**src/rtl/serial_cfg_master.sv**
```systemverilog
module serial_cfg_master #(
  parameter int HALF_CYC    = 4,
  parameter int TIMEOUT_CYC = 1250000
) (
  input  logic       clk,
  input  logic       rst_n,
  input  logic       start,
  input  logic [7:0] byte_data,
  input  logic       byte_valid,
  input  logic       byte_last,
  output logic       byte_ready,
  input  logic       init_active,
  input  logic       done_in,
  output logic       prog_active,
  output logic       cclk,
  output logic       din,
  output logic       pre_strobe,
  output logic       post_strobe,
  output logic       abort,
  output logic       busy,
  output logic       done_ok,
  output logic       fail,
  output logic       crc_error
);
  localparam int TW = (TIMEOUT_CYC > 1) ? $clog2(TIMEOUT_CYC) : 1;
  localparam int DW = (HALF_CYC > 1) ? $clog2(HALF_CYC) : 1;

  typedef enum logic [3:0] {
    S_IDLE, S_PRE, S_PROG, S_WCLR, S_FETCH, S_LO, S_HI, S_FLO, S_FHI, S_POST
  } state_t;

  state_t        state;
  logic [TW-1:0] tmr;
  logic [DW-1:0] div;
  logic [7:0]    sh;
  logic [2:0]    nbit;
  logic          lastq;

  wire crc_hit = init_active && !done_in;
  wire tmr_end = (tmr == TW'(TIMEOUT_CYC - 1));
  wire div_end = (div == DW'(HALF_CYC - 1));

  assign pre_strobe  = (state == S_PRE);
  assign prog_active = (state == S_PROG);
  assign post_strobe = (state == S_POST);
  assign busy        = (state != S_IDLE);
  assign cclk        = (state == S_HI) || (state == S_FHI);
  assign din         = (state == S_LO || state == S_HI) ? sh[7] : 1'b1;
  assign byte_ready  = (state == S_FETCH) && !crc_hit;

  always_ff @(posedge clk or negedge rst_n) begin
    if (!rst_n) begin
      state <= S_IDLE; tmr <= '0; div <= '0; sh <= '0; nbit <= '0; lastq <= 1'b0;
      abort <= 1'b0; done_ok <= 1'b0; fail <= 1'b0; crc_error <= 1'b0;
    end else begin
      abort <= 1'b0;
      case (state)
        S_IDLE: if (start) begin
          state <= S_PRE; done_ok <= 1'b0; fail <= 1'b0; crc_error <= 1'b0;
        end
        S_PRE: begin state <= S_PROG; tmr <= '0; end
        S_PROG:
          if (init_active) begin state <= S_WCLR; tmr <= '0; end
          else if (tmr_end) begin fail <= 1'b1; abort <= 1'b1; state <= S_IDLE; end
          else tmr <= tmr + 1'b1;
        S_WCLR:
          if (!init_active) state <= S_FETCH;
          else if (tmr_end) begin fail <= 1'b1; abort <= 1'b1; state <= S_IDLE; end
          else tmr <= tmr + 1'b1;
        S_FETCH:
          if (crc_hit) begin
            crc_error <= 1'b1; fail <= 1'b1; abort <= 1'b1; state <= S_IDLE;
          end else if (byte_valid) begin
            sh <= byte_data; lastq <= byte_last; nbit <= '0; div <= '0; state <= S_LO;
          end
        S_LO:
          if (div_end) begin div <= '0; state <= S_HI; end
          else div <= div + 1'b1;
        S_HI:
          if (div_end) begin
            div <= '0;
            if (nbit == 3'd7) begin
              if (lastq) begin state <= S_FLO; tmr <= '0; end
              else state <= S_FETCH;
            end else begin
              sh <= {sh[6:0], 1'b0}; nbit <= nbit + 1'b1; state <= S_LO;
            end
          end else div <= div + 1'b1;
        S_FLO, S_FHI:
          if (done_in) begin done_ok <= 1'b1; state <= S_POST; end
          else if (tmr_end) begin fail <= 1'b1; state <= S_POST; end
          else begin
            tmr <= tmr + 1'b1;
            if (div_end) begin
              div <= '0;
              state <= (state == S_FLO) ? S_FHI : S_FLO;
            end else div <= div + 1'b1;
          end
        S_POST: state <= S_IDLE;
        default: state <= S_IDLE;
      endcase
    end
  end

  AST_PROG_WHILE_BUSY: assert property (@(posedge clk) disable iff (!rst_n)
    prog_active |-> busy);
  AST_NO_READY_ON_CRC: assert property (@(posedge clk) disable iff (!rst_n)
    byte_ready |-> !(init_active && !done_in));
  AST_DIN_STABLE_HIGH: assert property (@(posedge clk) disable iff (!rst_n)
    (cclk && $past(cclk)) |-> $stable(din));
  AST_OK_FAIL_EXCL: assert property (@(posedge clk) disable iff (!rst_n)
    !(done_ok && fail));
  AST_OK_WITH_POST: assert property (@(posedge clk) disable iff (!rst_n)
    $rose(done_ok) |-> post_strobe);
  AST_ONE_STROBE: assert property (@(posedge clk) disable iff (!rst_n)
    $countones({pre_strobe, post_strobe, abort}) <= 1);
endmodule

```
**config.mk**
```make
export PLATFORM = sky130hd
export DESIGN_NAME = serial_cfg_master
export DESIGN_NICKNAME = d
export VERILOG_FILES = /design/src/rtl/serial_cfg_master.sv
export SDC_FILE = /design/constraint.sdc
export NUM_CORES = 1
export LEC_CHECK = 0
export BUFFER_PORTS_ARGS = -buffer_cell sky130_fd_sc_hd__buf_2
export CORE_MARGIN = 1
export CORE_UTILIZATION = 37
export CTS_BUF_LIST = sky130_fd_sc_hd__clkbuf_4 sky130_fd_sc_hd__clkbuf_8
export DETAILED_ROUTE_END_ITERATION = 12
export GPL_TIMING_DRIVEN = 0
export PLACE_DENSITY_LB_ADDON = 0.2
export RECOVER_POWER = 100
export SYNTH_ARGS = -nofsm -noshare
export SYNTH_HDL_FRONTEND = slang
export SYNTH_SLANG_ARGS = --single-unit
```
**constraint.sdc**
```tcl
create_clock -name clk -period 2.2 [get_ports clk]
set_clock_uncertainty 0.15 [all_clocks]
set_input_delay 0.44 -clock clk [delete_from_list [all_inputs] [get_ports clk]]
set_output_delay 0.44 -clock clk [all_outputs]
set_load 0.02 [all_outputs]
```
==> results of run 1 <==
## layout make-up
class	instances	share of cell area (%)
Multi-Input combinational cell	234	49.2
Sequential cell	43	31.4
Timing Repair Buffer	35	6.39
Buffer	25	5.30
Tap cell	99	3.62
Clock buffer	6	2.23
Inverter	13	1.53
Clock inverter	2	0.365
## worst max-delay path, stage by stage, from the launching register on
cell	delay [ns]
dfrtp_1	0.36
buf_2	0.18
clkbuf_2	0.21
nor2_1	0.26
nand2_1	0.07
buf_2	0.16
## cell families after synthesis
group | after synthesis | synth area share [%]
flops | 43 | 37.8
simple gates | 110 | 21.5
mux | 15 | 5.58
compound gates | 104 | 26.4
fa+ha+maj | 4 | 1.76
buf+inv | 38 | 7.03
## through the flow
stage / setup TNS, ns / hold WS [ns] / utilization (%) / instances
after floorplan: 0 / -0.00559 / - / 314
after global placement: -1.79 / 0.314 / 42.2 / 437
after detailed placement: -1.73 / 0.325 / 42.2 / 437
after CTS: 0 / 0.195 / 44.3 / 450
after global routing: -0.0568 / 0.210 / 46.7 / 457
final: 0 / 0.168 / 46.7 / 457
## Yosys cell counts, drive strengths merged, types with 2 or more instances
cell type	instances
and2	2
nor3	9
inv	13
nand4	10
nand2	17
nor2b	4
ha	4
a211oi	3
o21ai	12
a21oi	18
o211ai	2
nor2	26
o2bb2ai	2
o31ai	31
a22o	2
o22ai	4
nand2b	10
mux2i	11
nand3	16
nor3b	2
a31oi	7
buf	19
a21o	2
mux2	4
o21a	4
o41ai	2
dfrtp	43
o32ai	2
and3	5
nor4b	2
nor4	2
a41oi	3
clkbuf	6
## metal layers
layer,part of all wire [%],global-route usage [%],vias up
met5,0,0,-
li1,-,-,1280
met2,44,27.4,107
met1,47,25.1,1248
met4,1.9,5.74,0
met3,7.7,4.06,16
## timing repair
item                                    CTS  global route
pin swaps                                 3             7
hold buffers                              0             0
setup buffers                             5             6
hold endpoints to repair                  0             0
endpoints found under the setup margin   32            35
gates resized for setup                  10            34
cloned                                    0             1
## state kept, by name, indices dropped and copies added (netlist names)
register / flops
abort: 1
crc_error: 1
div: 2
done_ok: 1
fail: 1
lastq: 1
nbit: 3
sh: 8
state: 4
tmr: 21
## power groups by stage
| stage | Clock [uW] | Sequential (uW) | Combinational, uW |
|---|---|---|---|
| floorplan | 0 | 1090 | 1470 |
| global route | 593 | 1100 | 2460 |
| global placement | 0 | 1080 | 1940 |
| detailed placement | 0 | 1090 | 1950 |
| CTS | 555 | 1070 | 2010 |
| finish | 532 | 1070 | 2260 |
## worst max-delay path by stage
stage                               from  slack, ns              endpoint  depth (start not counted)
detailed placement           init_active      -0.16   tmr[16]$_DFFE_PN0P_                          7
floorplan            tmr[10]$_DFFE_PN0P_       0.19  state[0]$_DFFE_PN0P_                          6
global route        state[3]$_DFFE_PN0P_      -0.02                  busy                          5
finish              state[3]$_DFFE_PN0P_       0.06                  busy                          5
CTS                   tmr[1]$_DFFE_PN0P_      0.002   tmr[20]$_DFFE_PN0P_                          7
global placement             init_active      -0.16   tmr[10]$_DFFE_PN0P_                          7
==> key figures, run 1 <==
Worst setup path
  • Worst path required time: 1.61 ns
  • R2R cell count: 7
  • CP max FO: 10
  • Startpoint types: flip-flop
  • Worst R2R Setup Slack: 0.06 ns
  • Crit Path Category: reg2out
  • Terminus of the critical flop-to-flop path: state[3]$_DFFE_PN0P_
  • Worst r2r src: state[0]$_DFFE_PN0P_
  • Arrival time at the worst endpoint: 1.55 ns
  • CP Capture Type: primary output

Global routing
  • First-pass GRT wire length: 11,900 um
  • Congestion Overflow GR: 0
  • Vias in the first global route: 2,412
  • Pin count of the biggest net entering global routing: 44
  • Initial antenna violation count: 0
  • Gr usage total: 18.0%

Power
  • PwrDens: 1130 nW/um2
  • Internal: 2150 uW
  • Net Sw Frac: 44.5%
  • Seq pwr share: 27.7%
  • Final Power: 3870 uW
  • VDD IR max: 0.521 mV
  • Leakage: 0.00143 uW
  • Clk pwr share: 13.7%
  • Switching pwr: 1720 uW
  • Combinational fraction of design power: 58.5%

Routing
  • DR WL/cell: 15.9 um
  • DR DRC count: 0
  • Iteration-0 DRC Markers: 259
  • Routed Antenna Nets: 0
  • Vias per inst: 5.80
  • Via Count: 2,651
  • Final wirelength: 7250 um
  • Drt pass-1 iters: 5

Timing
  • Relative max-transition margin: 26.5%
  • Unrepaired setup endpoints after global routing: yes
  • Setup ws final: 0.0587 ns
  • Period utilisation layout: 97.3%
  • Shortest period the worst path allows: 2.14 ns
  • Final setup vio count: 0
  • Final hold violation count: 0
  • Least-Margin Pin Slew: 1.10 ns
  • Final Max Tran Viols: 0
  • Fmax: 0.467 GHz

Hold path
  • HP Class: in2async

Die
  • Die width: 89.8 um
  • Starting density of the core: 38.9%
  • Die Ht: 89.8 um
  • Core footprint: 7330 um2
  • Die Area: 8060 um2
  • FP Rows: 31
  • Boundary Pins: 26

Clock network
  • CTS buffer count: 5
  • CTS tree: built
  • CTS root buf: clkbuf_8
  • H-tree depth: 2
  • CTS Sinks: 43
  • Longest Clk Path Bufs: 2
  • Clock latency on the worst-skew pair: 0.30 ns
  • Clk pin slew, worst setup/hold paths: 0.09 ns

Synthesis
  • Synthesized cell area: 2850 um2
  • Syn avg cell area: 9.07 um2
  • Synth Warn #: 0
  • Synth Instances: 314
  • Yosys top cell by area: dfrtp_1
  • Syn Nets: 333
  • Register area share after synthesis: 37.8%
  • Post-synth EDFFs: 0
  • Yosys top cell area share: 37.8%
  • Distinct cells, synth: 62
  • Synth Flop Type: dfrtp_1
  • Yosys reg bits: 43
  • Synth area leaders: dfrtp_1 38%, o31ai_1 8.2%, mux2i_1 3.9%
  • Post-synth ARST share: 100%

Cells and area
  • Area occupied by multi-input gates: 1680 um2
  • Commonest non-fill, non-tap cells in the layout: 43 x dfrtp_1, 28 x o31ai_1, 24 x buf_2, 23 x nor2_1
  • Design area: 3430 um2
  • Register area: 1080 um2
  • Layout area overhead: 20.2%
  • Commonest non-fill, non-tap cell in the layout: dfrtp_1
  • Nets: 376
  • Share of layout cells above drive strength 1: 28.5%
  • Fill cell count: 707
  • Inserted Diodes: 0

Placed design
  • Setup WS pre-CTS: -0.155 ns
  • Cell Area, Placed: 3090 um2
  • Port Buffers: 24
  • HPWL Detailed: 4890 um
  • Gpl congestion: 0.882

Run
  • Max-cap violations: 0

Run status
  • Status: finished, final reports clean
(Power assumes the default switching activity.)
==> run 2: changes to the inputs <==
--- a/config.mk
+++ b/config.mk
@@ -7,7 +7,7 @@
 export LEC_CHECK = 0
 export BUFFER_PORTS_ARGS = -buffer_cell sky130_fd_sc_hd__buf_2
 export CORE_MARGIN = 1
-export CORE_UTILIZATION = 37
+export CORE_UTILIZATION = 55
 export CTS_BUF_LIST = sky130_fd_sc_hd__clkbuf_4 sky130_fd_sc_hd__clkbuf_8
 export DETAILED_ROUTE_END_ITERATION = 12
 export GPL_TIMING_DRIVEN = 0
==> key figures, run 2 (synthesis results as in run 1) <==
Worst setup path
  • R2R cell count: 7 (unchanged)
  • Worst path buffer plus inverter count: 2 (-1)
  • Crit. path cell count: 7 (+2)
  • Slowest stage delay, CP: 0.37 ns (about the same)
  • Arrival time at the worst endpoint: 2.19 ns (+0.64 ns)
  • Crit path max-delay family: compound AO/OA/AOI/OAI gates
  • CP Capture Type: flip-flop
  • Worst path required time: 2.22 ns (+0.61 ns)
  • Crit Path Category: reg2reg
  • Worst R2R Setup Slack: 0.04 ns (-0.02 ns)
  • Critical path launch point: state[2]$_DFFE_PN0P_
  • CP most frequent cell: buf_6
  • Slowest-stage cell, CP: dfrtp_1
  • Worst-path cell chain: buf_6 -> buf_6 -> nor2b_1 -> a22o_1 -> a222oi_1 -> o221ai_1 -> mux2_4
  • Terminus of the critical flop-to-flop path: state[0]$_DFFE_PN0P_
  • CP max FO: 10 (unchanged)
  • Worst setup path end: state[0]$_DFFE_PN0P_
  • Startpoint types: flip-flop
  • Worst r2r src: state[2]$_DFFE_PN0P_

Cells and area
  • Register area: 1080 um2 (unchanged)
  • Max reg flops: 21 (unchanged)
  • Area occupied by multi-input gates: 1690 um2 (+0.22%)
  • Top Registers: tmr: 21 flops, sh: 8 flops, state: 4 flops
  • Finished Layout Cells: 428 (-6.3%)
  • Largest Register: tmr
  • Nets: 380 (+1.1%)
  • Share of layout cells above drive strength 1: 29.1% (+0.59 points)
  • Layout area overhead: 19.1%
  • Inserted Diodes: 0 (unchanged)
  • Commonest non-fill, non-tap cells in the layout: 43 x dfrtp_1, 28 x o31ai_1, 26 x buf_2, 23 x nor2_1, 21 x buf_4
  • Fill cell count: 384 (-46%)
  • Commonest non-fill, non-tap cell in the layout: dfrtp_1

Global routing
  • Congestion Overflow GR: 0 (unchanged)
  • First-pass GRT wire length: 11,700 um (-1.4%)
  • Pin count of the biggest net entering global routing: 44 (unchanged)
  • Gr usage total: 28.0% (+10 points)
  • Initial antenna violation count: 0 (unchanged)
  • Vias in the first global route: 2,475 (+2.6%)

Routing
  • Drt pass-1 iters: 13 (+8)
  • Via Count: 2,763 (+4.2%)
  • Vias per inst: 6.46 (+11%)
  • Final wirelength: 7280 um (+0.46%)
  • Routed Antenna Nets: 0 (unchanged)
  • DR DRC count: 1 (+1)
  • DR WL/cell: 17.0 um (+7.3%)
  • Iteration-0 DRC Markers: 344 (+33%)

Die
  • Boundary Pins: 26 (unchanged)
  • Die width: 74.0 um (-18%)
  • Die Ht: 74.0 um (-18%)
  • FP Rows: 25 (-19%)
  • Die Area: 5470 um2 (-32%)
  • Core footprint: 4850 um2 (-34%)
  • Starting density of the core: 58.8% (+20 points)

Power
  • Net Sw Frac: 44.8% (+0.25 points)
  • Clk pwr share: 12.6% (-1.1 points)
  • Internal: 2130 uW (-0.87%)
  • Seq pwr share: 28.1% (+0.4 points)
  • VDD IR max: 0.670 mV (+29%)
  • Switching pwr: 1720 uW (+0.14%)
  • Leakage: 0.00145 uW (+1.5%)
  • Combinational fraction of design power: 59.4% (+0.9 points)
  • PwrDens: 1140 nW/um2 (+0.50%)

Timing
  • Fmax: 0.462 GHz (-1.1%)
  • Relative max-transition margin: 29.8% (+3.3 points)
  • Unrepaired setup endpoints after global routing: yes
  • Final setup vio count: 0 (unchanged)
  • Final Max Tran Viols: 0 (unchanged)
  • Shortest period the worst path allows: 2.16 ns (+0.0232 ns)
  • Period utilisation layout: 98.4% (+1.1 points)
  • Final hold violation count: 0 (unchanged)
  • Least-Margin Pin Slew: 1.05 ns (-0.0502 ns)
  • Setup ws final: 0.0356 ns (-0.0232 ns)

Run status
  • Status: complete, but fails checks
  • Failing checks: DRC

Clock network
  • H-tree depth: 2 (unchanged)
  • Longest Clk Path Bufs: 2 (unchanged)
  • Clk pin slew, worst setup/hold paths: 0.08 ns (about the same)
  • CTS tree: built
  • CTS buffer count: 5 (unchanged)
  • Clock latency on the worst-skew pair: 0.29 ns (about the same)
  • CTS root buf: clkbuf_8
  • CTS Sinks: 43 (unchanged)

Run
  • Max-cap violations: 0 (unchanged)

Placed design
  • Placed cell count: 405 (-7.3%)
  • Setup WS pre-CTS: -0.103 ns (+0.0524 ns)
  • Gpl congestion: 0.898 (+1.9%)
  • Port Buffers: 24 (unchanged)
  • HPWL Detailed: 4890 um (about the same)

Hold path
  • HP Class: in2async
## run 2: cell types whose count changed in the layout (fill, tap and decap cells not counted), sizes merged
cell      before  now
nor2          27   26
buf           47   54
clkinv         1    2
inv           12   13
clkbuf        19   16
clkinvlp       2    0
## run 2: final cells by class
class	count	share of cell area [%]
Multi-Input combinational cell	233	49.7
Sequential cell	43	31.7
Timing Repair Buffer	40	7.00
Buffer	25	5.23
Tap cell	67	2.47
Clock buffer	5	2.03
Inverter	13	1.44
Clock inverter	2	0.405
## run 2: worst min path at each step
stage / cells past startpoint / to / start / slack, ns
4_1_cts: 1 / tmr[16]$_DFFE_PN0P_ / rst_n / 0.18
5_1_grt: 2 / lastq$_DFFE_PN0P_ / byte_last / 0.21
6_report: 1 / tmr[1]$_DFFE_PN0P_ / rst_n / 0.17
3_5_place_dp: 1 / tmr[20]$_DFFE_PN0P_ / tmr[20]$_DFFE_PN0P_ / 0.33
2_1_floorplan: 0 / abort$_DFF_PN0_ / rst_n / -0.006
3_3_place_gp: 1 / tmr[20]$_DFFE_PN0P_ / tmr[20]$_DFFE_PN0P_ / 0.32
## run 2: metal layers
metal,GRT usage (%),vias up,part of all wire [%]
met5,0,-,0
met2,41.3,129,46
met3,6.78,10,7.0
met4,7.91,0,1.4
met1,40.8,1340,46
li1,-,1284,-
## run 2: power by group through the flow
stage          Clock, uW  Sequential [uW]  Combinational (uW)
5_1_grt              538             1110                2470
3_3_place_gp           0             1080                1920
4_1_cts              497             1080                2020
2_1_floorplan          0             1090                1470
6_report             485             1080                2290
3_5_place_dp           0             1090                1950
## run 2: through the flow
step | TNS, ns | hold WS (ns) | instance area [um2] | total power, uW | utilization, %
final | 0 | 0.166 | 3390 | 3850 | 70.0
after global routing | -0.0727 | 0.213 | 3390 | 4110 | 70.0
after CTS | 0 | 0.182 | 3220 | 3600 | 66.3
after detailed placement | -1.19 | 0.326 | 3050 | 3040 | 63.0
after global placement | -1.38 | 0.318 | 3050 | 3000 | 63.0
after floorplan | 0 | -0.00559 | 2850 | 2560 | -
## run 2: timing repair
action                     in CTS  in global routing
buffers inserted                6                 10
setup endpoints to repair      21                 29
pin swaps                       3                  6
cloned                          0                  0
resized for setup              12                 32
hold buffers                    0                  0
==> run 3: changes to the inputs <==
--- a/config.mk
+++ b/config.mk
@@ -13,6 +13,7 @@
 export GPL_TIMING_DRIVEN = 0
 export PLACE_DENSITY_LB_ADDON = 0.2
 export RECOVER_POWER = 100
+export SETUP_SLACK_MARGIN = 0.15
 export SYNTH_ARGS = -nofsm -noshare
 export SYNTH_HDL_FRONTEND = slang
 export SYNTH_SLANG_ARGS = --single-unit
==> key figures, run 3 (synthesis results as in run 1) <==
Run status
  • Status: finished, final reports clean

Cells and area
  • Share of layout cells above drive strength 1: 45.8% (+17 points)
  • Max reg flops: 21 (unchanged)
  • Commonest non-fill, non-tap cell in the layout: buf_4
  • Top Registers: tmr: 21 flops, sh: 8 flops, state: 4 flops
  • Nets: 412 (+8.4%)
  • Fill cell count: 250 (-35%)
  • Commonest non-fill, non-tap cells in the layout: 40 x buf_4, 38 x dfrtp_1, 21 x nor2_1, 17 x buf_6, 17 x buf_2
  • Final Util: 84.4% (+14 points)
  • Inserted Diodes: 0 (unchanged)
  • Layout area overhead: 43.7%
  • Largest Register: tmr

Placed design
  • HPWL Detailed: 4890 um (unchanged)
  • Port Buffers: 24 (unchanged)
  • Setup WS pre-CTS: -0.103 ns (unchanged)
  • Gpl congestion: 0.898 (unchanged)

Routing
  • Met2 routed WL: 4860 um (+47%)
  • Via Count: 3,230 (+17%)
  • Vias per inst: 7.02 (+8.8%)
  • Met3 Routed Length: 973 um (+90%)
  • DR WL/cell: 22.5 um (+32%)
  • Drt pass-1 iters: 5 (-8)
  • DR DRC count: 0 (-1)
  • Routed Antenna Nets: 0 (unchanged)
  • Final wirelength: 10,300 um (+42%)
  • M1 WL: 4040 um (+21%)
  • Iteration-0 DRC Markers: 447 (+30%)
  • Highest Signal Layer: met4

Die
  • FP Rows: 25 (unchanged)
  • Die Area: 5470 um2 (unchanged)
  • Starting density of the core: 58.8% (unchanged)
  • Die Ht: 74.0 um (unchanged)
  • Core footprint: 4850 um2 (unchanged)
  • Boundary Pins: 26 (unchanged)
  • Die width: 74.0 um (unchanged)

Clock network
  • Clock latency on the worst-skew pair: 0.30 ns (about the same)
  • CTS tree: built
  • Number of hold buffers added after cts: 0 (unchanged)
  • H-tree depth: 2 (unchanged)
  • Clk pin slew, worst setup/hold paths: 0.09 ns (about the same)
  • CTS Sinks: 43 (unchanged)
  • Longest Clk Path Bufs: 2 (unchanged)
  • CTS buffer count: 5 (unchanged)
  • CTS root buf: clkbuf_8

Power
  • Leakage: 0.00170 uW (+17%)
  • VDD IR max: 0.677 mV (+0.96%)
  • PwrDens: 1180 nW/um2 (+4.0%)
  • Final Power: 4830 uW (+25%)

Worst setup path
  • Worst r2r src: tmr[10]$_DFFE_PN0P_
  • Arrival time at the worst endpoint: 2.20 ns (about the same)
  • Startpoint types: flip-flop
  • Worst path required time: 2.23 ns (about the same)
  • CP max FO: 5 (-5)
  • Slowest stage delay, CP: 0.38 ns (about the same)
  • Worst-path cell chain: buf_6 -> nor4b_4 -> nand4_1 -> buf_6 -> nor3_4 -> a2bb2oi_2 -> mux2_4
  • Terminus of the critical flop-to-flop path: state[0]$_DFFE_PN0P_
  • Crit Path Category: reg2reg
  • CP Capture Type: flip-flop
  • Slowest-stage cell, CP: dfrtp_1
  • Worst R2R Setup Slack: 0.03 ns (about the same)
  • CP most frequent cell: buf_6
  • R2R cell count: 7 (unchanged)

Timing
  • Hold slack: 0.170 ns (+0.00343 ns)
  • Setup ws final: 0.0284 ns (-0.00712 ns)
  • Fmax: 0.460 GHz (-0.33%)
  • Sum of negative setup slack: 0 ns (unchanged)
  • Least-Margin Pin Slew: 1.08 ns (+0.0250 ns)
  • Final hold violation count: 0 (unchanged)
  • Unrepaired setup endpoints after global routing: yes
  • Relative max-transition margin: 28.2% (-1.7 points)
  • Final Max Tran Viols: 0 (unchanged)
  • Final setup vio count: 0 (unchanged)
  • Period utilisation layout: 98.7% (+0.32 points)
  • Shortest period the worst path allows: 2.17 ns (+0.00712 ns)

Global routing
  • First-pass GRT wire length: 12,500 um (+6.9%)
  • Pin count of the biggest net entering global routing: 44 (unchanged)
  • Congestion Overflow GR: 0 (unchanged)
  • Vias in the first global route: 2,595 (+4.8%)
  • Initial antenna violation count: 0 (unchanged)
  • Gr usage total: 30.0% (+2.0 points)

Run
  • Max-cap violations: 0 (unchanged)

Hold path
  • HP Class: in2async
==> run 3: critical path, delay by kind of cell, from the launching register on <==
kind / cells / cell delay [ns]
buf+inv: 2 / 0.29
compound gates: 1 / 0.27
simple gates: 3 / 0.63
flops: 1 / 0.38
mux: 1 / 0.32
==> run 3: final cells by class <==
type | count | area (um2) | share of cell area (%)
buffer | 25 | 245 | 5.99
multi-input combinational | 234 | 2040 | 49.7
clock buffer | 5 | 68.8 | 1.68
timing repair buffer | 71 | 514 | 12.6
clock inverter | 2 | 13.8 | 0.336
tap | 67 | 83.8 | 2.05
inverter | 13 | 48.8 | 1.19
sequential | 43 | 1080 | 26.4
==> run 3: power by group <==
| group | switching [uW] | internal [uW] | leakage, uW |
|---|---|---|---|
| Clock | 275 | 217 | 0.0000440 |
| Combinational | 1890 | 1360 | 0.00110 |
| Sequential | 124 | 968 | 0.000559 |
==> run 3: how the worst max path moves through the flow <==
| stage | from | end | slack [ns] | cells past startpoint |
|---|---|---|---|---|
| 6_report | tmr[10]$_DFFE_PN0P_ | state[0]$_DFFE_PN0P_ | 0.03 | 7 |
| 5_1_grt | tmr[10]$_DFFE_PN0P_ | state[1]$_DFFE_PN0P_ | -0.04 | 8 |
| 4_1_cts | state[3]$_DFFE_PN0P_ | din | 0.14 | 5 |
| 2_1_floorplan | tmr[10]$_DFFE_PN0P_ | state[0]$_DFFE_PN0P_ | 0.19 | 6 |
| 3_3_place_gp | init_active | tmr[10]$_DFFE_PN0P_ | -0.14 | 7 |
| 3_5_place_dp | init_active | tmr[10]$_DFFE_PN0P_ | -0.10 | 7 |
==> run 3: metrics by stage <==
step	cells	area [um2]
after floorplan	314	2850
after global placement	405	3050
after detailed placement	405	3050
after CTS	435	3450
after global routing	460	4090
final	460	4090
==> run 3: what timing repair did <==
item / 4_1_cts / 5_1_grt
endpoints found under the setup margin: 45 / 46
buffers inserted: 22 / 23
cloned: 1 / 2
pin swaps: 16 / 21
resized for setup: 41 / 109
==> run 3: per-layer routing <==
layer  global-route usage [%]  vias to the layer above
met5                        0                        -
met4                     9.83                        0
met3                     6.37                       67
met2                     44.0                      258
met1                     44.0                     1555
li1                         -                     1350
